$ cat config.mk
export PLATFORM = sky130hd
export DESIGN_NAME = flash_opstat_gen
export DESIGN_NICKNAME = d
export VERILOG_FILES = /design/src/rtl/fos_pkg.sv /design/src/rtl/fos_blank_map.sv /design/src/rtl/fos_op_fsm.sv /design/src/rtl/fos_toggle_unit.sv /design/src/rtl/flash_opstat_gen.sv
export SDC_FILE = /design/constraint.sdc
export NUM_CORES = 1
export LEC_CHECK = 0
export ABC_AREA = 1
export CORE_AREA = 2 2 95 97
export DETAILED_ROUTE_END_ITERATION = 7
export DIE_AREA = 0 0 97 99
export PLACE_DENSITY = 0.91
export SKIP_LAST_GASP = 1
export SLEW_MARGIN = 20
export SYNTH_ARGS = -nofsm -noshare
export SYNTH_HDL_FRONTEND = slang
export SYNTH_HIERARCHICAL = 1
export SYNTH_SLANG_ARGS = --single-unit
$ cat constraint.sdc
create_clock -name clk -period 7.3 [get_ports clk]
set_clock_uncertainty 0.2 [all_clocks]
set_input_delay 1.46 -clock clk [delete_from_list [all_inputs] [get_ports clk]]
set_output_delay 1.46 -clock clk [all_outputs]
set_load 0.03 [all_outputs]
$ cat src/rtl/fos_pkg.sv
package fos_pkg;

    typedef enum logic [2:0] {
        ST_IDLE  = 3'd0,
        ST_PROG  = 3'd1,
        ST_ERASE = 3'd2,
        ST_SUSP  = 3'd3,
        ST_TMO   = 3'd4
    } fos_state_e;

    localparam logic [1:0] KIND_PROG  = 2'd0;
    localparam logic [1:0] KIND_SECT  = 2'd1;
    localparam logic [1:0] KIND_CHIP  = 2'd2;

    localparam int BIT_BUSY_TGL = 6;
    localparam int BIT_TIMEOUT  = 5;
    localparam int BIT_SEL_TGL  = 2;

    localparam logic [7:0] BYTE_BLANK   = 8'hFF;
    localparam logic [7:0] BYTE_WRITTEN = 8'h00;

endpackage

$ cat src/rtl/fos_blank_map.sv
module fos_blank_map #(
    parameter int NSEC   = 4,
    parameter int SEC_AW = 4,
    localparam int DEPTH = NSEC << SEC_AW,
    localparam int AW    = $clog2(DEPTH)
) (
    input  logic            clk,
    input  logic            rst_n,
    input  logic            mark_en,
    input  logic [AW-1:0]   mark_addr,
    input  logic            wipe_en,
    input  logic [NSEC-1:0] wipe_mask,
    input  logic [AW-1:0]   look_a,
    input  logic [AW-1:0]   look_b,
    output logic            blank_a,
    output logic            blank_b
);

    logic [DEPTH-1:0] blank_q;

    for (genvar i = 0; i < DEPTH; i++) begin : g_cell
        always_ff @(posedge clk or negedge rst_n) begin
            if (!rst_n) begin
                blank_q[i] <= 1'b1;
            end else if (wipe_en && wipe_mask[i >> SEC_AW]) begin
                blank_q[i] <= 1'b1;
            end else if (mark_en && (mark_addr == AW'(i))) begin
                blank_q[i] <= 1'b0;
            end
        end
    end

    assign blank_a = blank_q[look_a];
    assign blank_b = blank_q[look_b];

endmodule

$ cat src/rtl/fos_op_fsm.sv
module fos_op_fsm
    import fos_pkg::*;
#(
    parameter int NSEC        = 4,
    parameter int AW          = 6,
    parameter int OP_CYCLES   = 12,
    parameter int PULSE_LIMIT = 32,
    localparam int CW         = $clog2(PULSE_LIMIT + 1)
) (
    input  logic            clk,
    input  logic            rst_n,
    input  logic            start,
    input  logic [1:0]      op_kind,
    input  logic [NSEC-1:0] erase_mask,
    input  logic [AW-1:0]   prog_addr,
    input  logic            tgt_blank,
    input  logic            suspend,
    input  logic            resume,
    input  logic            reset_cmd,
    output fos_state_e      st,
    output logic [NSEC-1:0] sel_mask,
    output logic [AW-1:0]   tgt_addr,
    output logic [CW-1:0]   cnt,
    output logic            start_ok,
    output logic            prog_done,
    output logic            erase_done
);

    fos_state_e st_q, st_n;
    logic [CW-1:0]   cnt_q;
    logic [NSEC-1:0] sel_q;
    logic [AW-1:0]   tgt_q;
    logic            lock_q;
    logic            kind_ok;
    logic            at_limit;
    logic            at_done;

    assign kind_ok  = (op_kind != 2'd3);
    assign at_limit = (cnt_q == CW'(PULSE_LIMIT - 1));
    assign at_done  = (cnt_q == CW'(OP_CYCLES - 1));

    // next-state decision
    always_comb begin
        st_n = st_q;
        unique case (st_q)
            ST_IDLE: begin
                if (start && kind_ok) begin
                    st_n = (op_kind == KIND_PROG) ? ST_PROG : ST_ERASE;
                end
            end
            ST_PROG: begin
                if (at_limit) begin
                    st_n = ST_TMO;
                end else if (!lock_q && at_done) begin
                    st_n = ST_IDLE;
                end
            end
            ST_ERASE: begin
                if (at_limit) begin
                    st_n = ST_TMO;
                end else if (at_done) begin
                    st_n = ST_IDLE;
                end else if (suspend) begin
                    st_n = ST_SUSP;
                end
            end
            ST_SUSP: begin
                if (resume) begin
                    st_n = ST_ERASE;
                end
            end
            ST_TMO: begin
                if (reset_cmd) begin
                    st_n = ST_IDLE;
                end
            end
            default: st_n = ST_IDLE;
        endcase
    end

    // state register
    always_ff @(posedge clk or negedge rst_n) begin
        if (!rst_n) begin
            st_q <= ST_IDLE;
        end else begin
            st_q <= st_n;
        end
    end

    // operation context: pulse counter, selection, target, lockout
    always_ff @(posedge clk or negedge rst_n) begin
        if (!rst_n) begin
            cnt_q  <= '0;
            sel_q  <= '0;
            tgt_q  <= '0;
            lock_q <= 1'b0;
        end else if (st_q == ST_IDLE && st_n != ST_IDLE) begin
            cnt_q  <= '0;
            tgt_q  <= prog_addr;
            lock_q <= (op_kind == KIND_PROG) && !tgt_blank;
            unique case (op_kind)
                KIND_SECT: sel_q <= erase_mask;
                KIND_CHIP: sel_q <= '1;
                default:   sel_q <= '0;
            endcase
        end else if ((st_q == ST_PROG || st_q == ST_ERASE) && st_n == st_q) begin
            cnt_q <= cnt_q + 1'b1;
        end
    end

    // outputs
    always_comb begin
        st         = st_q;
        sel_mask   = sel_q;
        tgt_addr   = tgt_q;
        cnt        = cnt_q;
        start_ok   = (st_q == ST_IDLE) && (st_n != ST_IDLE);
        prog_done  = (st_q == ST_PROG) && (st_n == ST_IDLE);
        erase_done = (st_q == ST_ERASE) && (st_n == ST_IDLE);
    end

endmodule

$ cat src/rtl/fos_toggle_unit.sv
module fos_toggle_unit (
    input  logic clk,
    input  logic rst_n,
    input  logic clr,
    input  logic adv_busy,
    input  logic adv_sel,
    output logic t_busy,
    output logic t_sel
);

    always_ff @(posedge clk or negedge rst_n) begin
        if (!rst_n) begin
            t_busy <= 1'b0;
            t_sel  <= 1'b0;
        end else if (clr) begin
            t_busy <= 1'b0;
            t_sel  <= 1'b0;
        end else begin
            if (adv_busy) t_busy <= ~t_busy;
            if (adv_sel)  t_sel  <= ~t_sel;
        end
    end

endmodule

$ cat src/rtl/flash_opstat_gen.sv
module flash_opstat_gen
    import fos_pkg::*;
#(
    parameter int NSEC        = 4,
    parameter int SEC_AW      = 4,
    parameter int OP_CYCLES   = 12,
    parameter int PULSE_LIMIT = 32,
    localparam int AW         = $clog2(NSEC << SEC_AW),
    localparam int SECW       = $clog2(NSEC),
    localparam int CW         = $clog2(PULSE_LIMIT + 1)
) (
    input  logic            clk,
    input  logic            rst_n,
    input  logic            start,
    input  logic [1:0]      op_kind,
    input  logic [NSEC-1:0] erase_mask,
    input  logic [AW-1:0]   prog_addr,
    input  logic            suspend,
    input  logic            resume,
    input  logic            reset_cmd,
    input  logic            oe_rd,
    input  logic            ce_rd,
    input  logic [AW-1:0]   rd_addr,
    output logic [7:0]      rd_data
);

    fos_state_e      st_q;
    logic [NSEC-1:0] sel_mask;
    logic [AW-1:0]   tgt_addr;
    logic [CW-1:0]   cnt;
    logic            start_ok, prog_done, erase_done;
    logic            tgt_blank, rd_blank;
    logic            t_busy, t_sel;
    logic            rd_fire, in_sel, running, status_mode;
    logic [SECW-1:0] rd_sec;
    logic [7:0]      stat_byte, arr_byte;

    fos_op_fsm #(
        .NSEC(NSEC), .AW(AW), .OP_CYCLES(OP_CYCLES), .PULSE_LIMIT(PULSE_LIMIT)
    ) u_fsm (
        .clk(clk), .rst_n(rst_n), .start(start), .op_kind(op_kind),
        .erase_mask(erase_mask), .prog_addr(prog_addr), .tgt_blank(tgt_blank),
        .suspend(suspend), .resume(resume), .reset_cmd(reset_cmd),
        .st(st_q), .sel_mask(sel_mask), .tgt_addr(tgt_addr), .cnt(cnt),
        .start_ok(start_ok), .prog_done(prog_done), .erase_done(erase_done)
    );

    fos_blank_map #(.NSEC(NSEC), .SEC_AW(SEC_AW)) u_map (
        .clk(clk), .rst_n(rst_n),
        .mark_en(prog_done), .mark_addr(tgt_addr),
        .wipe_en(erase_done), .wipe_mask(sel_mask),
        .look_a(prog_addr), .look_b(rd_addr),
        .blank_a(tgt_blank), .blank_b(rd_blank)
    );

    assign rd_fire     = oe_rd | ce_rd;
    assign rd_sec      = rd_addr[AW-1:SEC_AW];
    assign in_sel      = sel_mask[rd_sec];
    assign running     = (st_q == ST_PROG) || (st_q == ST_ERASE) || (st_q == ST_TMO);
    assign status_mode = running || ((st_q == ST_SUSP) && in_sel);

    fos_toggle_unit u_tgl (
        .clk(clk), .rst_n(rst_n), .clr(start_ok),
        .adv_busy(rd_fire && running),
        .adv_sel(rd_fire && in_sel && ((st_q == ST_ERASE) || (st_q == ST_SUSP))),
        .t_busy(t_busy), .t_sel(t_sel)
    );

    always_comb begin
        stat_byte               = '0;
        stat_byte[BIT_BUSY_TGL] = t_busy;
        stat_byte[BIT_TIMEOUT]  = (st_q == ST_TMO);
        stat_byte[BIT_SEL_TGL]  = t_sel;
        arr_byte                = rd_blank ? BYTE_BLANK : BYTE_WRITTEN;
    end

    always_ff @(posedge clk or negedge rst_n) begin
        if (!rst_n) begin
            rd_data <= '0;
        end else if (rd_fire) begin
            rd_data <= status_mode ? stat_byte : arr_byte;
        end
    end

endmodule

==> results of run 1 <==
through the flow:
step,instances,area [um^2]
after detailed placement,864,5620
final,880,5860
after global routing,880,5860
after global placement,864,5620
after CTS,880,5850
after floorplan,757,5400
placed cells by master, fill, tap and decap left out, types with 2 or more instances in the layout:
| cell | count |
|---|---|
| nand3_1 | 128 |
| ha_1 | 5 |
| clkbuf_1 | 2 |
| bufinv_16 | 3 |
| clkbuf_8 | 9 |
| nor2_1 | 28 |
| inv_4 | 3 |
| inv_1 | 42 |
| xor2_1 | 4 |
| nand2_1 | 317 |
| nand2_2 | 4 |
| dfstp_2 | 64 |
| buf_4 | 3 |
| nor3_1 | 2 |
| nand3b_1 | 3 |
| clkdlybuf4s50_1 | 32 |
| o21ai_0 | 72 |
| dfrtp_1 | 26 |
| nor2_2 | 2 |
| nand4_1 | 5 |
| nand3_2 | 6 |
layer usage:
metal,part of all wire,track usage,vias up
li1,-,-,2458
met1,0.35,0.379,2527
met2,0.47,0.522,369
met3,0.12,0.0858,88
met4,0.056,0.210,0
met5,0,0,-
worst register-to-register path, delay by kind of cell (launching register included):
family                   cells  cell delay, ps
AND/OR/NAND/NOR              8            1750
flip-flops                   1             420
AO/OA/AOI/OAI                1             480
adder cells (fa/ha/maj)      1             280
synth_stat cells:
library cell    n  area, um^2
o21ai_0        72         360
nor2_1         28         105
nand3_1       128         641
clkbuf_1        9        33.8
inv_6           1        8.76
inv_1          42         158
nand3b_1        3        22.5
dfstp_2        64        1680
a21oi_2         1        8.76
buf_2           5        25.0
buf_6          10         113
nor2_4          1        11.3
dfrtp_1        26         651
nor3_1          2        10.0
o21bai_1        1        7.51
nor3_2          1        10.0
nand2_2         4        25.0
or3_1           1        6.26
nor2_2          2        12.5
buf_4          13        97.6
nand4_1         5        31.3
inv_2           1        3.75
nand2_1       317        1190
or2_1           1        6.26
o31ai_1         1        7.51
nand3_2         6        60.1
ha_1            5        62.6
xor2_1          4        35.0
inv_4           3        18.8
flip-flops by register name (all words and copies together) (netlist names):
| name | cells |
|---|---|
| rd_data | 4 |
| u_fsm/cnt | 6 |
| u_fsm/lock_q | 1 |
| u_fsm/sel_mask | 4 |
| u_fsm/st | 3 |
| u_fsm/tgt_addr | 6 |
| u_map/blank_q | 64 |
| u_tgl/t_busy | 1 |
| u_tgl/t_sel | 1 |
cells by family after synthesis:
kind of cell,after synthesis,share of synthesized area
fa+ha+maj,5,0.0116
flops,90,0.432
buf+inv,84,0.0848
simple gates,499,0.394
compound gates,75,0.0711
xor+xnor,4,0.00648
layout make-up:
class                   count  share of cell area
multi-input cells         583               0.446
repair buffers             36              0.0605
inverters                  47              0.0323
clock inverters             5              0.0175
clock buffers              11              0.0224
well taps                 108              0.0231
flip-flops and latches     90               0.398
worst min path at each step:
stage,end,start,cells after the start
after floorplan,u_fsm/lock_q$_DFFE_PN0N_,u_fsm/lock_q$_DFFE_PN0N_,2
after global routing,u_map/blank_q[5]$_DFFE_PN1P_,u_map/blank_q[5]$_DFFE_PN1P_,2
after detailed placement,u_map/blank_q[15]$_DFFE_PN1P_,u_map/blank_q[15]$_DFFE_PN1P_,2
after global placement,u_map/blank_q[60]$_DFFE_PN1P_,u_map/blank_q[60]$_DFFE_PN1P_,2
after CTS,u_map/blank_q[21]$_DFFE_PN1P_,u_map/blank_q[21]$_DFFE_PN1P_,2
final,u_map/blank_q[39]$_DFFE_PN1P_,u_map/blank_q[39]$_DFFE_PN1P_,2
power groups by stage:
stage | Sequential, mW | Combinational (mW) | Clock, mW
after global placement | 1.06 | 0.772 | 0
after floorplan | 1.04 | 0.616 | 0
after CTS | 1.08 | 0.831 | 0.407
after detailed placement | 1.08 | 0.821 | 0
final | 1.09 | 0.854 | 0.401
after global routing | 1.12 | 0.951 | 0.429
==> results.txt, run 1 <==
Die X - 97 um
Starting Density - 0.632
Final Worst Setup Slack - 3020 ps
TNS Setup - 0 ps
vias in the first global route - 5225
fin crit period - 4280 ps
syn avg cell area - 7.14 um^2
CTS Hold Buffers Added - 0
Ports - 34
Vias per Instance - 6.18
initial antenna violation count - 0
CTS tree - built
Required @ worst endpoint - 7380 ps
DR vias - 5442
multi-input logic area - 2610 um^2
startpoint types - primary input
Netlist cell types - 29
Final Hold Vio Count - 0
Clock power frac - 0.171
origin of the worst setup path - op_kind[0]
Worst Path Buf+Inv - 3
Crit Path Max Fanout - 16
register area share after synthesis - 0.432
die area - 9600 um^2
crit-path leading delay family - simple AND/OR/NAND/NOR gates
Final Setup Violations - 0
Switch Pwr - 945 uW
Final period util - 0.586
overall power - 2.34 mW
drt initial violations - 665
DRT Wirelength - 15300 um
Hold Crit Class - flop to flop
Max Cap Viol - 0
Flop pwr share - 0.464
RD Place Congestion - 0.922
PortBufs - 33
Crit Path Category - primary input to flop
Clock Pin Slew Worst Setup and Hold Paths - 90 ps
first-pass GRT wire length - 24500 um
clock sink count - 90
CP Capture Type - flop
GRT Overall Usage - 0.322
Arr. time, crit path - 4360 ps
flop-to-flop setup slack - 4090 ps
cell count after synthesis - 757
critical path depth - 14
Synth Register Bits - 90
VDD IR-drop max - 0.280 mV
worst reg2reg endpoint - u_map/blank_q[16]$_DFFE_PN1P_
P_int - 1.40 mW
post-CTS setup buffers - 0
CTS max path bufs - 2
Rows - 34
drt wl/cell - 17.4 um
RSZ-0062 raised after global routing - false
CTS H-tree depth - 3
fillers - 668
GR Overflow Total - 0
Net count, final - 798
status - finished, final reports clean
TritonCTS buffer count - 9
Util after Layout - 0.685
Cell Area, Synth - 5400 um^2
Pleak - 2.88 nW
Sequential Area - 2330 um^2
Critical path destination - u_map/blank_q[16]$_DFFE_PN1P_
Power Dens Cells - 400 nW/um^2
max incr delay on CP - 510 ps
Antenna Cells - 0
cts repair resizes - 0
Synth Net Count - 788
hold slack - 288 ps
Chip Height - 99 um
DP Wirelength - 9780 um
Synthesis Warnings - 6
Worst path most repeated cell - nand2_1
Comb pwr share - 0.365
top achievable clock speed - 234 MHz
Rel. slew slack - 0.280
Slowest-stage cell, CP - clkdlybuf4s50_1
DRC Markers - 0
DRT antenna net count - 0
worst slack, placed - 2860 ps
P&R area growth vs syn - 8.41%
CTS Root Cell - clkbuf_8
Worst-Margin Slew - 1080 ps
Slew Viols, Final - 0
Crit Reg-Reg Startpoint - u_fsm/cnt[0]$_DFFE_PN0P_
largest net degree at the start of global routing - 89
Sw Ratio - 0.404
clk_lat worst skew - 360 ps
layout cells sized above 1 - 0.132
critical path, cell by cell - clkdlybuf4s50_1 -> ha_1 -> inv_1 -> nand2_1 -> nor2_1 -> nand2_1 -> nand2_1 -> inv_1 -> nand2_2 -> or3_1 -> nor2_1 -> nand3_1 -> o21ai_0 -> nand2_1
core area - 8550 um^2
Reg2Reg Depth - 10
TritonRoute pass-1 iters - 6
Note: power is estimated with default switching activity, not from simulation.
==> run 2, diff against run 1 <==
--- a/config.mk
+++ b/config.mk
@@ -6,10 +6,10 @@
 export NUM_CORES = 1
 export LEC_CHECK = 0
 export ABC_AREA = 1
-export CORE_AREA = 2 2 95 97
+export CORE_AREA = 2 2 104 106
 export DETAILED_ROUTE_END_ITERATION = 7
-export DIE_AREA = 0 0 97 99
-export PLACE_DENSITY = 0.91
+export DIE_AREA = 0 0 106 108
+export PLACE_DENSITY = 0.82
 export SKIP_LAST_GASP = 1
 export SLEW_MARGIN = 20
 export SYNTH_ARGS = -nofsm -noshare
==> constraint.sdc (replaced) <==
create_clock -name clk -period 3.45 [get_ports clk]
set_clock_uncertainty 0.2 [all_clocks]
set_input_delay 0.69 -clock clk [delete_from_list [all_inputs] [get_ports clk]]
set_output_delay 0.69 -clock clk [all_outputs]
set_load 0.03 [all_outputs]
==> results.txt, run 2 (same netlist as run 1, synthesis figures left out) <==
Arr. time, crit path - 3050 ps
overall power - 4.82 mW
PortBufs - 33
Rel. slew slack - 0.567
Final Hold Vio Count - 0
hold slack - 41.7 ps
drt wl/cell - 16.4 um
GR Overflow Total - 0
final non-filler cell total - 922
CTS tree - built
routed length on met3 - 1270 um
Ports - 34
P&R area growth vs syn - 10.4%
most frequent cells in the layout - 317 x nand2_1, 128 x nand3_1, 72 x o21ai_0
fillers - 935
DRT antenna net count - 0
TritonCTS buffer count - 9
Max Used Layer - met4
Slew Viols, Final - 0
GRT Overall Usage - 0.276
top achievable clock speed - 338 MHz
CTS Root Cell - clkbuf_8
Rows - 37
RD Place Congestion - 0.970
worst reg2reg endpoint - u_map/blank_q[39]$_DFFE_PN1P_
clk_lat worst skew - 360 ps
DRC Markers - 0
RSZ-0062 raised after global routing - false
TNS Setup - 0 ps
Reg2Reg Depth - 12
Crit Path Max Fanout - 16
Clock Pin Slew Worst Setup and Hold Paths - 90 ps
Final period util - 0.858
number of flip-flops under the largest register name - 64
fin crit period - 2960 ps
startpoint types - primary input
origin of the worst setup path - op_kind[1]
Crit Path Category - primary input to flop
CTS max path bufs - 2
Final Setup Violations - 0
Placed Cells - 906
Net count, final - 812
CTS H-tree depth - 3
CP Capture Type - flop
clock sink count - 90
Vias per Instance - 5.72
Power Dens Cells - 808 nW/um^2
DRT Wirelength - 15100 um
CTS Hold Buffers Added - 0
Required @ worst endpoint - 3540 ps
Starting Density - 0.528
flop-to-flop setup slack - 700 ps
Chip Height - 108 um
VDD IR-drop max - 0.404 mV
layout cells sized above 1 - 0.149
Max Cap Viol - 0
Worst-Margin Slew - 649 ps
status - finished, final reports clean
Reg with most FFs - u_map/blank_q
Antenna Cells - 0
Critical path destination - u_map/blank_q[39]$_DFFE_PN1P_
Die X - 106 um
TritonRoute pass-1 iters - 5
DP Wirelength - 10500 um
Met1 Wirelength - 6370 um
Crit Reg-Reg Startpoint - u_fsm/st[0]$_DFF_PN0_
drt initial violations - 400
vias in the first global route - 5007
Util after Layout - 0.583
most common cell after layout, fill and taps aside - nand2_1
first-pass GRT wire length - 24500 um
Hold Crit Class - primary input to async pin
Pleak - 2.93 nW
DR vias - 5275
cts repair resizes - 0
core area - 10200 um^2
post-CTS setup buffers - 0
initial antenna violation count - 0
largest net degree at the start of global routing - 34
die area - 11400 um^2
routed wl met2 - 7010 um
run 2: changes by cell type in the layout (fill, tap and decap cells not counted), sizes merged:
cell      change
buf          +14
clkinv        +2
clkbuf        -1
inv           +2
clkinvlp      -1
bufinv        -2
run 2: per-stage QoR:
stage | area [um^2] | setup slack, ps
after floorplan | 5400 | 866
after global placement | 5770 | 227
after detailed placement | 5770 | 152
after CTS | 5960 | 537
after global routing | 5960 | 202
final | 5960 | 488
run 2: worst max-delay path, stage by stage:
cell	delay (ps)
clkdlybuf4s50_1	520
ha_1	160
inv_1	30
nand2_1	40
nor2_1	80
nand2_1	60
nand2_1	40
inv_1	90
nand2_2	80
or3_1	320
nor2_1	210
nand2_1	350
o21ai_0	290
nand2_1	70
run 2: area by class of cell:
type                       instances  area, um^2  area share
timing repair buffer              50         468      0.0785
inverter                          47         189      0.0317
clock buffer                      10         128      0.0214
tap                              136         170      0.0285
multi-input combinational        583        2610       0.438
sequential                        90        2330       0.391
clock inverter                     6        63.8      0.0107
run 2: how the worst min path moves through the flow:
stage / from / end / slack (ps) / depth (start not counted)
5_1_grt: rst_n / u_fsm/cnt[1]$_DFFE_PN0P_ / 60 / 1
6_report: rst_n / u_fsm/tgt_addr[2]$_DFFE_PN0N_ / 40 / 1
3_3_place_gp: u_map/blank_q[47]$_DFFE_PN1P_ / u_map/blank_q[47]$_DFFE_PN1P_ / 270 / 2
3_5_place_dp: u_map/blank_q[59]$_DFFE_PN1P_ / u_map/blank_q[59]$_DFFE_PN1P_ / 270 / 2
2_1_floorplan: rst_n / rd_data[2]$_DFFE_PN0N_ / 190 / 0
4_1_cts: rst_n / u_fsm/tgt_addr[2]$_DFFE_PN0N_ / 40 / 1
run 2: power by group:
part           internal [mW]  total [mW]  switching, mW
Sequential              1.85        2.30          0.454
Clock                  0.337       0.722          0.385
Combinational          0.645        1.79           1.14
Total                   2.83        4.82           1.98
run 2: routing by layer:
metal / GRT usage / vias up
met2: 0.443 / 242
met3: 0.0452 / 47
li1: - / 2482
met1: 0.366 / 2504
met4: 0.137 / 0
met5: 0 / -
==> run 3, diff against run 2 <==
--- a/config.mk
+++ b/config.mk
@@ -5,11 +5,10 @@
 export SDC_FILE = /design/constraint.sdc
 export NUM_CORES = 1
 export LEC_CHECK = 0
-export ABC_AREA = 1
-export CORE_AREA = 2 2 104 106
+export CORE_AREA = 2 2 101 103
 export DETAILED_ROUTE_END_ITERATION = 7
-export DIE_AREA = 0 0 106 108
-export PLACE_DENSITY = 0.82
+export DIE_AREA = 0 0 103 105
+export PLACE_DENSITY_LB_ADDON = 0.1
 export SKIP_LAST_GASP = 1
 export SLEW_MARGIN = 20
 export SYNTH_ARGS = -nofsm -noshare
==> results.txt, run 3 <==
initial antenna violation count - 0
Worst Path Buf+Inv - 3
most frequent cell after synthesis - nand2_1
drt initial violations - 236
CTS Hold Buffers Added - 0
Placed Cells - 649
DR vias - 4097
Crit Path Category - primary input to flop
TritonRoute pass-1 iters - 5
Starting Density - 0.533
critical path, cell by cell - clkdlybuf4s50_1 -> buf_12 -> mux4_1 -> a22oi_1 -> a311oi_1 -> a311oi_1 -> o31ai_1 -> inv_1 -> o21ai_0 -> nor3_1 -> o21ai_1
area leader, netlist - dfstp_2
DRT Wirelength - 13000 um
drt wl/cell - 19.5 um
final non-filler cell total - 665
most frequent cells in the layout - 122 x nand2_1, 70 x o21ai_0, 64 x dfstp_2
first-pass GRT wire length - 20800 um
die area - 10800 um^2
Pleak - 2.69 nW
clk_lat worst skew - 370 ps
cell count after synthesis - 493
overall power - 3.49 mW
Synth Net Count - 524
Chip Height - 105 um
Async SR Flop Fraction - 1.00
Rel. slew slack - 0.550
PortBufs - 33
crit-path leading delay family - compound AO/OA/AOI/OAI gates
fillers - 876
vias in the first global route - 3965
Netlist cell types - 61
Synth Flop Type - dfstp_2
Worst path most repeated cell - a311oi_1
P&R area growth vs syn - 12.9%
TNS Setup - 0 ps
Final Hold Vio Count - 0
RSZ-0062 raised after global routing - false
top post-synthesis cells by count - 122 x nand2_1, 70 x o21ai_0, 64 x dfstp_2
RD Place Congestion - 0.847
status - finished, final reports clean
Synthesis Warnings - 6
Ports - 34
CTS Root Cell - clkbuf_8
register area share after synthesis - 0.454
Util after Layout - 0.602
cts repair resizes - 0
top cells by area, synth - dfstp_2 33%, dfrtp_1 13%, nand2_1 8.9%
DP Wirelength - 9420 um
CTS tree - built
syn avg cell area - 10.4 um^2
Worst-Margin Slew - 673 ps
Post-synth EDFFs - 0
Die X - 103 um
layout cells sized above 1 - 0.241
clock sink count - 90
Net count, final - 558
Synth Register Bits - 90
DRC Markers - 0
max incr delay on CP - 550 ps
fin crit period - 3140 ps
core area - 9640 um^2
startpoint types - primary input
Final Setup Violations - 0
GRT Overall Usage - 0.255
Required @ worst endpoint - 3500 ps
VDD IR-drop max - 0.281 mV
Crit Path Max Fanout - 13
TritonCTS buffer count - 9
Antenna Cells - 0
Power Dens Cells - 602 nW/um^2
Rows - 36
top achievable clock speed - 319 MHz
Final period util - 0.909
CTS max path bufs - 2
Slowest-stage cell, CP - mux4_1
largest net degree at the start of global routing - 41
Clock Pin Slew Worst Setup and Hold Paths - 90 ps
Cell Area, Synth - 5140 um^2
Hold Crit Class - primary input to async pin
post-CTS setup buffers - 0
number of flip-flops under the largest register name - 64
Arr. time, crit path - 3190 ps
Reg with most FFs - u_map/blank_q
Max Cap Viol - 0
GR Overflow Total - 0
area share of the leading cell type in the synthesized netlist - 0.327
most common cell after layout, fill and taps aside - nand2_1
hold slack - 90.8 ps
CP Capture Type - flop
CTS H-tree depth - 3
Vias per Instance - 6.16
DRT antenna net count - 0
Slew Viols, Final - 0
[run 3: cell count changes in the layout (fill, tap and decap cells not counted), sizes merged, moves of 5 or more]
cell / change
inv: -40
nor3: +7
mux4: +31
nand3: -116
a21o: +5
nand2: -199
nor2: -11
a311oi: +5
mux2i: +9
nor2b: +8
[run 3: per-stage QoR]
| step | instance area (um^2) | setup WS (ps) |
|---|---|---|
| after global placement | 5620 | -26.0 |
| after floorplan | 5140 | 669 |
| after detailed placement | 5620 | -62.9 |
| final | 5800 | 315 |
| after global routing | 5800 | 187 |
| after CTS | 5800 | 322 |
[run 3: layer usage]
metal	global-route usage	wire (um)	up-vias
met2	0.401	6240	161
met3	0.0455	853	33
met4	0.0996	363	0
li1	-	-	1857
met5	0	0	-
met1	0.351	5540	2046
[run 3: area by class of cell]
| class | count | area (um^2) | area share |
|---|---|---|---|
| inverters | 9 | 33.8 | 0.00582 |
| clock inverters | 5 | 28.8 | 0.00496 |
| clock buffers | 11 | 151 | 0.0261 |
| flip-flops and latches | 90 | 2330 | 0.402 |
| multi-input cells | 368 | 2620 | 0.451 |
| well taps | 133 | 166 | 0.0287 |
| repair buffers | 49 | 473 | 0.0815 |
[run 3: cells by family (layout without fill, tap and decap cells)]
kind of cell	after synthesis	count (layout)	share of synthesized area
fa+ha+maj	5	5	0.0122
flops	90	90	0.454
compound gates	109	109	0.131
buf+inv	35	74	0.0370
xor+xnor	5	5	0.00852
mux	44	44	0.172
simple gates	205	205	0.185
[run 3: final timing paths]
check                                               from                            end  slack [ps]  cells past startpoint
setup / recovery                              rd_addr[0]         rd_data[6]$_DFFE_PN0N_         310                     11
hold / removal                                     rst_n  u_fsm/sel_mask[1]$_DFFE_PN0N_          90                      1
setup reg to reg                u_fsm/cnt[0]$_DFFE_PN0P_   u_map/blank_q[4]$_DFFE_PN1P_         650                      7
hold reg to reg            u_map/blank_q[25]$_DFFE_PN1P_  u_map/blank_q[25]$_DFFE_PN1P_         280                      2
max in group asynchronous                          rst_n  u_map/blank_q[39]$_DFFE_PN1P_        2170                      2
min in group clk           u_map/blank_q[25]$_DFFE_PN1P_  u_map/blank_q[25]$_DFFE_PN1P_         280                      2
[run 3: power breakdown]
group,internal [mW],switching (mW)
sequential,1.44,0.298
combinational,0.517,0.574
clock,0.297,0.361
total,2.26,1.23
